**src/rtl/adc_pc_pkg.sv**
```systemverilog
package adc_pc_pkg;

    localparam int CTRL_W  = 12;
    localparam int CHAN_W  = 3;
    localparam int HEAD_W  = 1 + CHAN_W + 2;
    localparam int POR_FRAMES = 2;

    typedef enum logic [1:0] {
        PW_ON         = 2'd0,
        PW_AUTO_SLEEP = 2'd1,
        PW_FULL_OFF   = 2'd2,
        PW_WAKING     = 2'd3
    } pwr_state_e;

    typedef enum logic [1:0] {
        MD_ALT_ON = 2'b00,
        MD_AUTO   = 2'b01,
        MD_FULL   = 2'b10,
        MD_ON     = 2'b11
    } pwr_mode_e;

    typedef struct packed {
        logic              wr;
        logic [CHAN_W-1:0] chan;
        pwr_mode_e         mode;
    } ctrl_head_t;

    function automatic logic can_convert(pwr_state_e s);
        return (s == PW_ON) || (s == PW_AUTO_SLEEP);
    endfunction

    function automatic logic leaving_off(pwr_state_e s, pwr_mode_e m);
        return (s == PW_FULL_OFF) && (m != MD_FULL);
    endfunction

endpackage

```
**src/rtl/adc_pc_serial.sv**
```systemverilog
module adc_pc_serial
    import adc_pc_pkg::*;
#(
    parameter int FRAME_W = 16
) (
    input  logic               clk,
    input  logic               rst,
    input  logic               cs_n,
    input  logic               sclk,
    input  logic               din,
    input  logic [FRAME_W-1:0] load_frame,
    output logic               cs_fall,
    output logic               cs_rise,
    output logic               sclk_rise,
    output logic               cap_evt,
    output ctrl_head_t         cap_word,
    output logic               dout,
    output logic               dout_oe
);

    localparam int CNT_W = $clog2(CTRL_W + 1);
    localparam logic [CNT_W-1:0] CAP_AT  = CNT_W'(CTRL_W - 1);
    localparam logic [CNT_W-1:0] CNT_MAX = CNT_W'(CTRL_W);
    localparam logic [CNT_W-1:0] HEAD_N  = CNT_W'(HEAD_W);

    logic               cs_q;
    logic               sclk_q;
    logic               sclk_fall;
    logic [CNT_W-1:0]   bit_cnt;
    logic [HEAD_W-1:0]  head_sh;
    logic [FRAME_W-1:0] out_sh;
    logic               oe_q;

    assign cs_fall   = cs_q & ~cs_n;
    assign cs_rise   = ~cs_q & cs_n;
    assign sclk_rise = ~cs_n & ~sclk_q & sclk;
    assign sclk_fall = ~cs_n & sclk_q & ~sclk;
    assign cap_evt   = sclk_rise && (bit_cnt == CAP_AT);
    assign cap_word  = ctrl_head_t'(head_sh);
    assign dout      = out_sh[FRAME_W-1];
    assign dout_oe   = oe_q;

    always_ff @(posedge clk) begin
        if (rst) begin
            cs_q   <= 1'b1;
            sclk_q <= 1'b0;
            oe_q   <= 1'b0;
        end else begin
            cs_q   <= cs_n;
            sclk_q <= sclk;
            oe_q   <= ~cs_n;
        end
    end

    always_ff @(posedge clk) begin
        if (rst) begin
            bit_cnt <= '0;
            head_sh <= '0;
        end else if (cs_fall) begin
            bit_cnt <= '0;
        end else if (sclk_rise) begin
            if (bit_cnt < HEAD_N)
                head_sh <= {head_sh[HEAD_W-2:0], din};
            if (bit_cnt < CNT_MAX)
                bit_cnt <= bit_cnt + 1'b1;
        end
    end

    always_ff @(posedge clk) begin
        if (rst)
            out_sh <= '0;
        else if (cs_fall)
            out_sh <= load_frame;
        else if (sclk_fall)
            out_sh <= {out_sh[FRAME_W-2:0], 1'b0};
    end

    assert_oe_on_R2: assert property (@(posedge clk) disable iff (rst)
        $fell(cs_n) |=> dout_oe);
    assert_oe_off_R2: assert property (@(posedge clk) disable iff (rst)
        $rose(cs_n) |=> !dout_oe);
    assert_dout_hold_R6: assert property (@(posedge clk) disable iff (rst)
        (!cs_n && !cs_fall && !sclk_fall) |=> $stable(dout));

endmodule

```
**src/rtl/adc_pc_ctrl_reg.sv**
```systemverilog
module adc_pc_ctrl_reg
    import adc_pc_pkg::*;
(
    input  logic       clk,
    input  logic       rst,
    input  logic       cs_rise,
    input  logic       cap_evt,
    input  ctrl_head_t cap_word,
    output logic [CHAN_W-1:0] chan,
    output pwr_mode_e  mode,
    output logic       ctrl_def
);

    localparam int POR_W = $clog2(POR_FRAMES + 1);
    localparam logic [POR_W-1:0] POR_DONE = POR_W'(POR_FRAMES);

    logic [POR_W-1:0] por_cnt;
    logic             load_ok;

    assign load_ok = cap_evt && cap_word.wr && (por_cnt == POR_DONE);

    always_ff @(posedge clk) begin
        if (rst)
            por_cnt <= '0;
        else if (cs_rise && (por_cnt != POR_DONE))
            por_cnt <= por_cnt + 1'b1;
    end

    always_ff @(posedge clk) begin
        if (rst) begin
            chan     <= '0;
            mode     <= MD_ON;
            ctrl_def <= 1'b0;
        end else if (load_ok) begin
            chan     <= cap_word.chan;
            mode     <= cap_word.mode;
            ctrl_def <= 1'b1;
        end
    end

    assert_keep_on_nowrite_R4: assert property (@(posedge clk) disable iff (rst)
        (cap_evt && !cap_word.wr) |=> ($stable(chan) && $stable(mode)));
    assert_por_block_R5: assert property (@(posedge clk) disable iff (rst)
        (!ctrl_def && (por_cnt != POR_DONE)) |=> !ctrl_def);

endmodule

```
**src/rtl/adc_pc_pwr_fsm.sv**
```systemverilog
module adc_pc_pwr_fsm
    import adc_pc_pkg::*;
#(
    parameter int PWRUP_SCLKS = 32
) (
    input  logic       clk,
    input  logic       rst,
    input  logic       cs_fall,
    input  logic       cs_rise,
    input  logic       sclk_rise,
    input  logic       ctrl_def,
    input  pwr_mode_e  mode,
    output pwr_state_e state
);

    localparam int PU_N = (PWRUP_SCLKS < 1) ? 1 : PWRUP_SCLKS;
    localparam int TW   = $clog2(PU_N + 1);
    localparam logic [TW-1:0] PU_LOAD = TW'(PU_N);
    localparam logic [TW-1:0] ONE     = TW'(1);

    logic [TW-1:0] tmr;

    always_ff @(posedge clk) begin
        if (rst) begin
            state <= PW_ON;
            tmr   <= '0;
        end else if (cs_rise && ctrl_def) begin
            if (mode == MD_FULL) begin
                state <= PW_FULL_OFF;
            end else if (leaving_off(state, mode)) begin
                state <= PW_WAKING;
                tmr   <= PU_LOAD;
            end else if (state != PW_WAKING) begin
                state <= (mode == MD_AUTO) ? PW_AUTO_SLEEP : PW_ON;
            end
        end else if (cs_fall && (state == PW_AUTO_SLEEP)) begin
            state <= PW_ON;
        end else if (sclk_rise && (state == PW_WAKING)) begin
            if (tmr == ONE) begin
                state <= PW_ON;
                tmr   <= '0;
            end else begin
                tmr <= tmr - 1'b1;
            end
        end
    end

    assert_full_hold_R8: assert property (@(posedge clk) disable iff (rst)
        (state == PW_FULL_OFF && !cs_rise) |=> (state == PW_FULL_OFF));
    assert_wake_on_fall_R7: assert property (@(posedge clk) disable iff (rst)
        (state == PW_AUTO_SLEEP && cs_fall) |=> (state == PW_ON));
    assert_waking_needs_edge_R9: assert property (@(posedge clk) disable iff (rst)
        (state == PW_WAKING && !sclk_rise && !cs_rise) |=> (state == PW_WAKING));

endmodule

```
**src/rtl/adc_power_ctrl.sv**
```systemverilog
module adc_power_ctrl
    import adc_pc_pkg::*;
#(
    parameter int RES_W       = 12,
    parameter int PWRUP_SCLKS = 32
) (
    input  logic             clk,
    input  logic             rst,
    input  logic             cs_n,
    input  logic             sclk,
    input  logic             din,
    input  logic [RES_W-1:0] sample_in,
    output logic             dout,
    output logic             dout_oe,
    output logic             data_valid,
    output logic [1:0]       pwr_state
);

    localparam int FRAME_W = 1 + CHAN_W + RES_W;

    logic               cs_fall, cs_rise, sclk_rise, cap_evt;
    ctrl_head_t         cap_word;
    logic [CHAN_W-1:0]  chan;
    pwr_mode_e          mode;
    logic               ctrl_def;
    pwr_state_e         state;
    logic               frame_ok;
    logic [FRAME_W-1:0] frame_word;
    logic               valid_q;

    assign frame_ok   = ctrl_def && can_convert(state);
    assign frame_word = frame_ok ? {1'b0, chan, sample_in} : '0;

    adc_pc_serial #(.FRAME_W(FRAME_W)) u_serial (
        .clk        (clk),
        .rst        (rst),
        .cs_n       (cs_n),
        .sclk       (sclk),
        .din        (din),
        .load_frame (frame_word),
        .cs_fall    (cs_fall),
        .cs_rise    (cs_rise),
        .sclk_rise  (sclk_rise),
        .cap_evt    (cap_evt),
        .cap_word   (cap_word),
        .dout       (dout),
        .dout_oe    (dout_oe)
    );

    adc_pc_ctrl_reg u_ctrl (
        .clk      (clk),
        .rst      (rst),
        .cs_rise  (cs_rise),
        .cap_evt  (cap_evt),
        .cap_word (cap_word),
        .chan     (chan),
        .mode     (mode),
        .ctrl_def (ctrl_def)
    );

    adc_pc_pwr_fsm #(.PWRUP_SCLKS(PWRUP_SCLKS)) u_pwr (
        .clk       (clk),
        .rst       (rst),
        .cs_fall   (cs_fall),
        .cs_rise   (cs_rise),
        .sclk_rise (sclk_rise),
        .ctrl_def  (ctrl_def),
        .mode      (mode),
        .state     (state)
    );

    always_ff @(posedge clk) begin
        if (rst)
            valid_q <= 1'b0;
        else if (cs_fall)
            valid_q <= frame_ok;
    end

    assign data_valid = valid_q;
    assign pwr_state  = state;

    assert_valid_hold_R10: assert property (@(posedge clk) disable iff (rst)
        !cs_fall |=> $stable(data_valid));
    assert_undef_invalid_R5: assert property (@(posedge clk) disable iff (rst)
        (cs_fall && !ctrl_def) |=> !data_valid);
    assert_off_invalid_R8: assert property (@(posedge clk) disable iff (rst)
        (cs_fall && state == PW_FULL_OFF) |=> !data_valid);

endmodule

```
**config.mk**
```make
export PLATFORM = sky130hd
export DESIGN_NAME = adc_power_ctrl
export DESIGN_NICKNAME = d
export VERILOG_FILES = /design/src/rtl/adc_pc_pkg.sv /design/src/rtl/adc_pc_serial.sv /design/src/rtl/adc_pc_ctrl_reg.sv /design/src/rtl/adc_pc_pwr_fsm.sv /design/src/rtl/adc_power_ctrl.sv
export SDC_FILE = /design/constraint.sdc
export NUM_CORES = 1
export LEC_CHECK = 0
export BUFFER_PORTS_ARGS = -buffer_cell sky130_fd_sc_hd__buf_2
export CAP_MARGIN = 20
export CORE_AREA = 2 2 67 69
export DETAILED_ROUTE_END_ITERATION = 8
export DIE_AREA = 0 0 69 71
export PLACE_DENSITY_LB_ADDON = 0.05
export SETUP_SLACK_MARGIN = 0.05
export SLEW_MARGIN = 20
export SYNTH_ARGS = -nofsm -noshare
export SYNTH_HDL_FRONTEND = slang
export SYNTH_SLANG_ARGS = --single-unit
```
**constraint.sdc**
```tcl
create_clock -name clk -period 5.1 [get_ports clk]
set_clock_uncertainty 0.1 [all_clocks]
set_input_delay 1.275 -clock clk [delete_from_list [all_inputs] [get_ports clk]]
set_output_delay 1.275 -clock clk [all_outputs]
set_load 0.05 [all_outputs]
```
==> results of run 1 <==
[cells in the final DEF, fill, tap and decap left out, types with 2 or more instances in the layout]
cell and count:
a211oi_2 8, nand2_1 15, ha_1 4, nor3b_4 2, a21oi_1 12, nand2b_1 3, a211oi_1 8, dfxtp_1 46
o21ai_0 2, clkbuf_8 5, nor3_1 2, and4b_1 2, inv_1 10, nor2_1 34, buf_2 21, nor2b_1 3
a22oi_2 8, mux2i_1 9, or3_1 3, nand3_1 3, or2_2 2, a22oi_1 6, o32ai_1 2, o211ai_1 3
[registers in the layout, summed over array words and instances, names as in the netlist]
register	flops
data_valid	1
u_ctrl.chan	3
u_ctrl.ctrl_def	1
u_ctrl.mode	2
u_ctrl.por_cnt	2
u_pwr.state	2
u_pwr.tmr	6
u_serial.bit_cnt	4
u_serial.cap_word	6
u_serial.cs_q	1
u_serial.dout_oe	1
u_serial.out_sh	16
u_serial.sclk_q	1
[kinds of logic after synthesis]
group | Yosys count | synth area share (%)
DFF | 46 | 43.4
muxes | 9 | 4.25
adders and majority gates | 4 | 2.36
and+or+nand+nor | 77 | 19.2
buffers and inverters | 24 | 5.66
xor gates and xnor gates | 2 | 0.826
AOI/OAI and AO/OA | 60 | 24.4
[layer usage]
| layer | track usage, % | vias to the layer above | part of all wire (%) |
|---|---|---|---|
| met4 | 5.66 | 0 | 0.96 |
| li1 | - | 829 | - |
| met3 | 5.27 | 4 | 3.1 |
| met5 | 0 | - | 0 |
| met2 | 30.9 | 22 | 51 |
| met1 | 20.4 | 787 | 45 |
[tightest hold or removal path: cells and delay by family, from the launching register on]
kind | cells | cell delay (ns)
DFF | 1 | 0.33
and+or+nand+nor | 1 | 0.06
AOI/OAI and AO/OA | 1 | 0.05
[per-stage QoR]
stage / worst slack (ns) / std cells / area [µm²] / utilization, %
5_1_grt: 2.16 / 289 / 2310 / 54.9
3_3_place_gp: 2.06 / 281 / 2210 / 52.6
3_5_place_dp: 1.98 / 281 / 2220 / 52.7
4_1_cts: 2.29 / 289 / 2310 / 54.9
6_report: 2.29 / 289 / 2310 / 54.9
2_1_floorplan: 2.55 / 222 / 2120 / -
[area by class of cell]
| cell class | instances | area [µm²] | area share, % |
|---|---|---|---|
| Clock buffer | 5 | 68.8 | 2.98 |
| Clock inverter | 3 | 21.3 | 0.922 |
| Inverter | 10 | 37.5 | 1.63 |
| Multi-Input combinational cell | 152 | 1090 | 47.2 |
| Sequential cell | 46 | 921 | 39.9 |
| Tap cell | 52 | 65.1 | 2.82 |
| Timing Repair Buffer | 21 | 105 | 4.56 |
[worst paths after layout]
| check | cells after the start | startpoint | endpoint | slack [ns] |
|---|---|---|---|---|
| min reg2reg | 2 | u_serial.out_sh[14] | u_serial.out_sh[15] | 0.38 |
| min | 2 | u_serial.out_sh[14] | u_serial.out_sh[15] | 0.38 |
| max reg2reg | 4 | u_serial.cs_q | u_serial.out_sh[7] | 3.07 |
| max | 5 | cs_n | u_serial.out_sh[7] | 2.29 |
[power breakdown]
part | total (W) | leakage, nW | switching, W | internal [W]
clock network | 0.000220 | 0.0441 | 0.000123 | 0.0000963
logic | 0.0000553 | 0.456 | 0.0000331 | 0.0000222
registers | 0.000377 | 0.374 | 0.00000733 | 0.000369
==> flow_metrics.py, run 1 <==
metrics = {
    "synthesis": {
        "synth_edf_count": 0,
        "synth-seq-cells": 46,
        "netlist_instances": 222,
        "synth.avg_cell_area_um2": 9.56,
        "ys_seq_area_share_pct": 43.4,
        "synthFlopType": "dfxtp_1",
        "synth_top_area_cell": "dfxtp_1",
        "synth-async-reset-ratio_pct": 0,
        "synth.most_common_cell": "dfxtp_1",
        "ys_top_cells_by_area": "dfxtp_1, nor2_1, a211oi_2",
        "syn_area_um2": 2120,
        "yosysWarnings": 0,
        "synth_common_cells": "dfxtp_1, nor2_1, nand2_1, a21oi_1, inv_1",
        "synth_top_area_share_pct": 43.4,
        "synth_nets": 243,
        "synth_cell_types": 46,
    },
    "critical_path": {
        "path_class": "input pin to register",
        "crit_fanout": 19,
        "crit_path_end_kind": "register",
        "crit_family": "simple AND/OR/NAND/NOR gates",
        "crit_path_max_incr_delay_ns": 0.71,
        "critPathArrivalTime_ns": 2.91,
        "start_kind": "input pin",
        "slowest_stage": "nor3b_4",
        "crit_buf_inv": 1,
        "crit_chain": "buf_2 -> nand2b_4 -> nor3b_4 -> a22oi_1 -> a211oi_1",
        "required_ns": 5.20,
    },
    "clocking": {
        "cts_resized": 0,
        "root_buffer": "clkbuf_8",
        "cts-hold-fix-buffers": 0,
        "postCtsSetupBuffers": 0,
        "clk_latency_ns": 0.29,
        "cts_tree": "yes",
        "cts_max_level": 2,
        "clk_transition_reported_paths_ns": 0.09,
        "cts.sinks": 46,
        "clockBufferDepth": 2,
        "cts_inserted_buffers": 5,
    },
    "power": {
        "p_total_w": 0.000652,
        "peakVddDrop_mv": 0.161,
        "power_density_nw_per_um2": 282,
        "p_leak_nw": 0.875,
    },
    "floorplan": {
        "core_area_um2": 4200,
        "initial_core_util_pct": 50.5,
        "placementRows": 24,
        "die_h_um": 71,
        "fp.dieW_um": 69,
        "dieArea_um2": 4900,
        "ios": 22,
    },
    "flow_run": {
        "max_cap_violations": 0,
    },
    "global_route": {
        "grt_usage_pct": 17.5,
        "grt-ovfl-total": 0,
        "grt_max_degree": 44,
        "antenna_found_initial": 0,
        "grt_pass1_vias": 1567,
        "grt_pass1_wl_um": 7040,
    },
    "route": {
        "ant_nets": 0,
        "vias_per_cell": 5.68,
        "drt_wl_total_um": 4150,
        "dr.pass1.iters": 4,
        "drc": 0,
        "routedWlPerCell_um": 14.4,
        "drt_iter0_markers": 87,
        "vias": 1642,
    },
    "sta": {
        "worstMarginPinSlew_ns": 0.850,
        "layout_min_cycle_time_ns": 2.81,
        "holdWs_ns": 0.385,
        "finalSetupViolations": 0,
        "tns_ns": 0,
        "slew_headroom_pct": 43.3,
        "hold_violations": 0,
        "fmax_ghz": 0.356,
        "rsz0062_at_grt": "false",
        "fin_crit_sh_pct": 55.0,
        "final_max_slew_viol_count": 0,
    },
    "outcome": {
        "status": "finished clean",
    },
    "final_layout": {
        "nets": 257,
        "layout-drive-gt1-share_pct": 22.8,
        "syn_to_final_growth_pct": 8.73,
        "num_antenna_cells": 0,
        "fillers": 394,
    },
    "placement": {
        "gp_congestion": 0.775,
        "post-dp-hpwl_um": 2880,
        "io_buffers": 21,
    },
    "min_path": {
        "hold_class": "register to register",
    },
}
Note: power is estimated with default switching activity, not from simulation.
==> run 2, diff against run 1 <==
- ABC_AREA: default -> 1
- CORE_AREA: 2 2 67 69 -> 2 2 66 68
- DIE_AREA: 0 0 69 71 -> 0 0 68 70
- clock period: 5.1 -> 2.9 ns (I/O delays scaled with it)
==> run 2 against run 1 <==
Compared with the run above:
- count of clock-buffer cells in the layout grew 1
- hold slack worse by 0.041 ns
- critical endpoint is now pwr_state[1]
- power up 89%
- via count up 8.5%
==> flow_metrics.py, run 2 <==
metrics = {
    "outcome": {
        "status": "finished clean",
    },
    "critical_path": {
        "critPathArrivalTime_ns": 1.09,
        "path_class": "register to primary output",
        "path_depth": 1,
        "crit_buf_inv": 1,
        "crit_path_max_incr_delay_ns": 0.47,
        "required_ns": 2.08,
        "start_kind": "register",
        "slowest_stage": "dfxtp_1",
        "r2r_cells": 4,
        "crit_fanout": 5,
        "crit_path_end_kind": "primary output",
        "crit_family": "flip-flops",
        "crit_chain": "buf_2",
    },
    "route": {
        "drt_iter0_markers": 138,
        "routedWlPerCell_um": 11.5,
        "vias_per_cell": 5.11,
        "ant_nets": 0,
        "drt_wl_total_um": 4010,
        "dr.pass1.iters": 4,
        "drc": 0,
        "vias": 1782,
    },
    "floorplan": {
        "placementRows": 24,
        "die_h_um": 70,
        "ios": 22,
        "initial_core_util_pct": 49.2,
        "core_area_um2": 4140,
        "dieArea_um2": 4760,
        "fp.dieW_um": 68,
    },
    "power": {
        "power_density_nw_per_um2": 536,
        "p_leak_nw": 1.01,
        "pwr-share-seq_pct": 54.1,
        "pwr-share-comb_pct": 6.8,
        "p_int_w": 0.000959,
        "peakVddDrop_mv": 0.261,
        "pwr-share-clk_pct": 39.1,
        "power.switching_w": 0.000270,
        "switching_share_pct": 22.0,
    },
    "synthesis": {
        "synth_top_area_share_pct": 45.1,
        "synth_nets": 297,
        "synth_common_cells": "dfxtp_1, nor2_1, nand2_1, inv_1, o21ai_0",
        "syn_area_um2": 2040,
        "synthFlopType": "dfxtp_1",
        "synth.avg_cell_area_um2": 7.39,
        "synth_cell_types": 25,
        "ys_seq_area_share_pct": 45.1,
        "ys_top_cells_by_area": "dfxtp_1, nor2_1, nand2_1",
        "synth.most_common_cell": "dfxtp_1",
        "yosysWarnings": 0,
        "synth_edf_count": 0,
        "synth-seq-cells": 46,
        "netlist_instances": 276,
        "synth-async-reset-ratio_pct": 0,
        "synth_top_area_cell": "dfxtp_1",
    },
    "global_route": {
        "antenna_found_initial": 0,
        "grt_max_degree": 28,
        "grt_usage_pct": 18.3,
        "grt_pass1_vias": 1599,
        "grt_pass1_wl_um": 6700,
        "grt-ovfl-total": 0,
    },
    "clocking": {
        "postCtsSetupBuffers": 0,
        "clk_latency_ns": 0.30,
        "cts_max_level": 2,
        "cts_inserted_buffers": 5,
        "cts.sinks": 46,
        "clockBufferDepth": 2,
        "clk_transition_reported_paths_ns": 0.08,
        "cts_tree": "yes",
        "cts_resized": 0,
        "root_buffer": "clkbuf_8",
        "cts-hold-fix-buffers": 0,
    },
    "placement": {
        "gp_congestion": 0.839,
        "io_buffers": 21,
        "post-dp-hpwl_um": 2890,
    },
    "sta": {
        "fmax_ghz": 0.523,
        "worstMarginPinSlew_ns": 0.677,
        "hold_violations": 0,
        "fin_crit_sh_pct": 65.9,
        "final_max_slew_viol_count": 0,
        "layout_min_cycle_time_ns": 1.91,
        "finalSetupViolations": 0,
        "rsz0062_at_grt": "false",
        "slew_headroom_pct": 54.8,
        "tns_ns": 0,
    },
    "final_layout": {
        "layout-drive-gt1-share_pct": 14.1,
        "final_cell_mix": "dfxtp_1, nor2_1, nand2_1, inv_1, o21ai_0",
        "largest_register_ffs": 16,
        "num_antenna_cells": 0,
        "fin_util_pct": 55.3,
        "top_register": "u_serial.out_sh",
        "syn_to_final_growth_pct": 12.4,
        "final_common_cell": "dfxtp_1",
        "nets": 318,
    },
    "flow_run": {
        "max_cap_violations": 0,
    },
    "min_path": {
        "hold_class": "register to register",
        "hold_depth": 2,
    },
}
[run 2: logic make-up after synthesis]
family / after synthesis / synth area share, %
fa+ha+maj: 4 / 2.45
compound gates: 72 / 19.6
flops: 46 / 45.1
simple gates: 114 / 25.1
buf+inv: 40 / 7.72
[run 2: final cells by class]
type                    count  area (µm²)
multi-input cells         190         962
clock buffers               6        82.6
flip-flops and latches     46         921
well taps                  52        65.1
inverters                  32         120
repair buffers             22         113
clock inverters             1        30.0
fillers                   404        1850
[run 2: metal layers]
metal / track usage, % / routed length [µm]
met5: 0 / 0
met4: 8.67 / 85
met3: 4.83 / 179
met2: 28.3 / 1760
met1: 23.2 / 1990
[run 2: final timing paths]
check / from / to / slack, ns
setup / recovery: u_pwr.state[1] / pwr_state[1] / 0.99
setup reg to reg: u_serial.cs_q / u_serial.out_sh[8] / 1.29
hold / removal: u_serial.out_sh[15] / u_serial.out_sh[15] / 0.34
hold reg to reg: u_serial.out_sh[15] / u_serial.out_sh[15] / 0.34
[run 2: power by group through the flow]
| stage | sequential (W) | clock [W] | combinational [W] |
|---|---|---|---|
| after floorplan | 0.000679 | 0 | 0.0000566 |
| after global placement | 0.000679 | 0 | 0.0000828 |
| after detailed placement | 0.000678 | 0 | 0.0000844 |
| after CTS | 0.000664 | 0.000500 | 0.0000844 |
| after global routing | 0.000667 | 0.000518 | 0.0000968 |
| final | 0.000665 | 0.000481 | 0.0000833 |
[run 2: per-stage QoR]
stage          area, µm²  hold slack, ns  worst slack (ns)  power (W)  instances
2_1_floorplan       2040           0.338              1.26   0.000736        276
3_3_place_gp        2180           0.334             0.706   0.000762        342
3_5_place_dp        2180           0.340             0.681   0.000763        342
4_1_cts             2290           0.352             0.968    0.00125        349
5_1_grt             2290           0.390             0.742    0.00128        349
6_report            2290           0.343             0.988    0.00123        349
==> run 3, diff against run 2 <==
- clock period: 2.9 -> 1.9 ns (I/O delays scaled with it)
==> run 3 against run 2 <==
Compared with the run above:
- sequential cell count did not move
- core utilization is 0.091 points lower
- clock power up 16%
- count of clock-buffer cells in the layout shrank 1
- via count rose by 1.7%
- global-route usage up 0.47 points
- non-clock buffer count rose by 4
==> flow_metrics.py, run 3 (synthesis results as in run 2) <==
metrics = {
    "global_route": {
        "grt_usage_pct": 18.7,
        "grt_max_degree": 28,
        "grt-ovfl-total": 0,
        "antenna_found_initial": 0,
        "grt_pass1_vias": 1607,
        "grt_pass1_wl_um": 6890,
    },
    "critical_path": {
        "slowest_stage": "dfxtp_1",
        "r2r-end": "u_pwr.tmr[0]",
        "r2r-start": "u_serial.cs_q",
        "crit_fanout": 5,
        "crit_path_end_kind": "primary output",
        "required_ns": 1.32,
        "crit_chain": "buf_2",
        "path_class": "register to primary output",
        "timing.critical_path.from": "u_pwr.state[1]",
        "crit_buf_inv": 1,
        "endpoint": "pwr_state[1]",
        "critPathArrivalTime_ns": 1.07,
        "r2r_setup_slack_ns": 0.44,
        "r2r_cells": 8,
        "crit_path_max_incr_delay_ns": 0.46,
        "path_depth": 1,
        "crit_family": "flip-flops",
        "start_kind": "register",
    },
    "floorplan": {
        "placementRows": 24,
        "fp.dieW_um": 68,
        "core_area_um2": 4140,
        "initial_core_util_pct": 49.2,
        "dieArea_um2": 4760,
        "ios": 22,
        "die_h_um": 70,
    },
    "final_layout": {
        "fin_util_pct": 55.3,
        "num_antenna_cells": 0,
        "fin_cells": 353,
        "final_common_cell": "dfxtp_1",
        "syn_to_final_growth_pct": 12.2,
        "layout-drive-gt1-share_pct": 15.3,
        "top_register": "u_serial.out_sh",
        "largest_register_ffs": 16,
        "final_cell_mix": "dfxtp_1, nor2_1, nand2_1, inv_1, o21ai_0",
        "nets": 322,
    },
    "route": {
        "routedWlPerCell_um": 11.7,
        "drt_wl_total_um": 4110,
        "ant_nets": 0,
        "vias": 1813,
        "dr.pass1.iters": 5,
        "highest_layer": "met4",
        "drc": 0,
        "vias_per_cell": 5.14,
        "met3WireLength_um": 179,
        "dr_wl_met2_um": 1870,
        "m1WireLength_um": 2000,
        "drt_iter0_markers": 119,
    },
    "sta": {
        "slew_headroom_pct": 69.6,
        "fmax_ghz": 0.609,
        "fin_crit_sh_pct": 86.4,
        "rsz0062_at_grt": "false",
        "hold_violations": 0,
        "final_max_slew_viol_count": 0,
        "worstMarginPinSlew_ns": 0.453,
        "finalSetupViolations": 0,
        "tns_ns": 0,
        "layout_min_cycle_time_ns": 1.64,
    },
    "clocking": {
        "cts_resized": 0,
        "clockBufferDepth": 2,
        "cts-hold-fix-buffers": 0,
        "postCtsSetupBuffers": 0,
        "cts.sinks": 46,
        "root_buffer": "clkbuf_8",
        "cts_max_level": 2,
        "clk_latency_ns": 0.30,
        "cts_tree": "yes",
        "cts_inserted_buffers": 5,
        "clk_transition_reported_paths_ns": 0.08,
    },
    "power": {
        "power_density_nw_per_um2": 745,
        "peakVddDrop_mv": 0.534,
        "p_leak_nw": 1.01,
    },
    "min_path": {
        "hold_depth": 3,
        "hold_class": "input pin to register",
    },
    "flow_run": {
        "max_cap_violations": 0,
    },
    "outcome": {
        "status": "finished clean",
    },
    "placement": {
        "gp_congestion": 0.853,
        "place_inst": 346,
        "io_buffers": 21,
        "post-dp-hpwl_um": 2920,
    },
}
-- run 3: per-layer routing --
layer  GRT usage [%]  vias up
met5               0        -
met4            6.44        0
met3            4.99        8
met2            29.1       39
met1            24.8      803
li1                -      963
-- run 3: how the worst min path moves through the flow --
stage | from | end | slack (ns)
after floorplan | u_ctrl.chan[2] | u_serial.out_sh[14] | 0.34
after global placement | u_serial.out_sh[15] | u_serial.out_sh[15] | 0.34
after detailed placement | u_serial.out_sh[15] | u_serial.out_sh[15] | 0.34
after CTS | sample_in[0] | u_serial.out_sh[0] | 0.29
after global routing | din | u_serial.cap_word[0] | 0.30
final | sample_in[0] | u_serial.out_sh[0] | 0.30
-- run 3: area by class of cell --
type | count | area [µm²]
clock buffer | 5 | 68.8
clock inverter | 2 | 10.0
fill | 414 | 1850
inverter | 32 | 120
multi-input combinational | 190 | 962
sequential | 46 | 921
tap | 52 | 65.1
timing repair buffer | 26 | 143
-- run 3: report_power, final --
group          total (W)  switching [W]  internal, W  leakage (nW)
registers        0.00101      0.0000175     0.000997         0.375
clock network   0.000560       0.000313     0.000247        0.0438
logic           0.000133      0.0000830    0.0000500         0.594
-- run 3: metrics by stage --
step | setup WS (ns) | total power, W | hold slack [ns] | area [µm²]
after global routing | 0.220 | 0.00179 | 0.301 | 2290
after floorplan | 0.304 | 0.00112 | 0.338 | 2040
after detailed placement | 0.228 | 0.00117 | 0.339 | 2210
final | 0.258 | 0.00171 | 0.301 | 2290
after CTS | 0.248 | 0.00174 | 0.291 | 2290
after global placement | 0.250 | 0.00117 | 0.339 | 2210
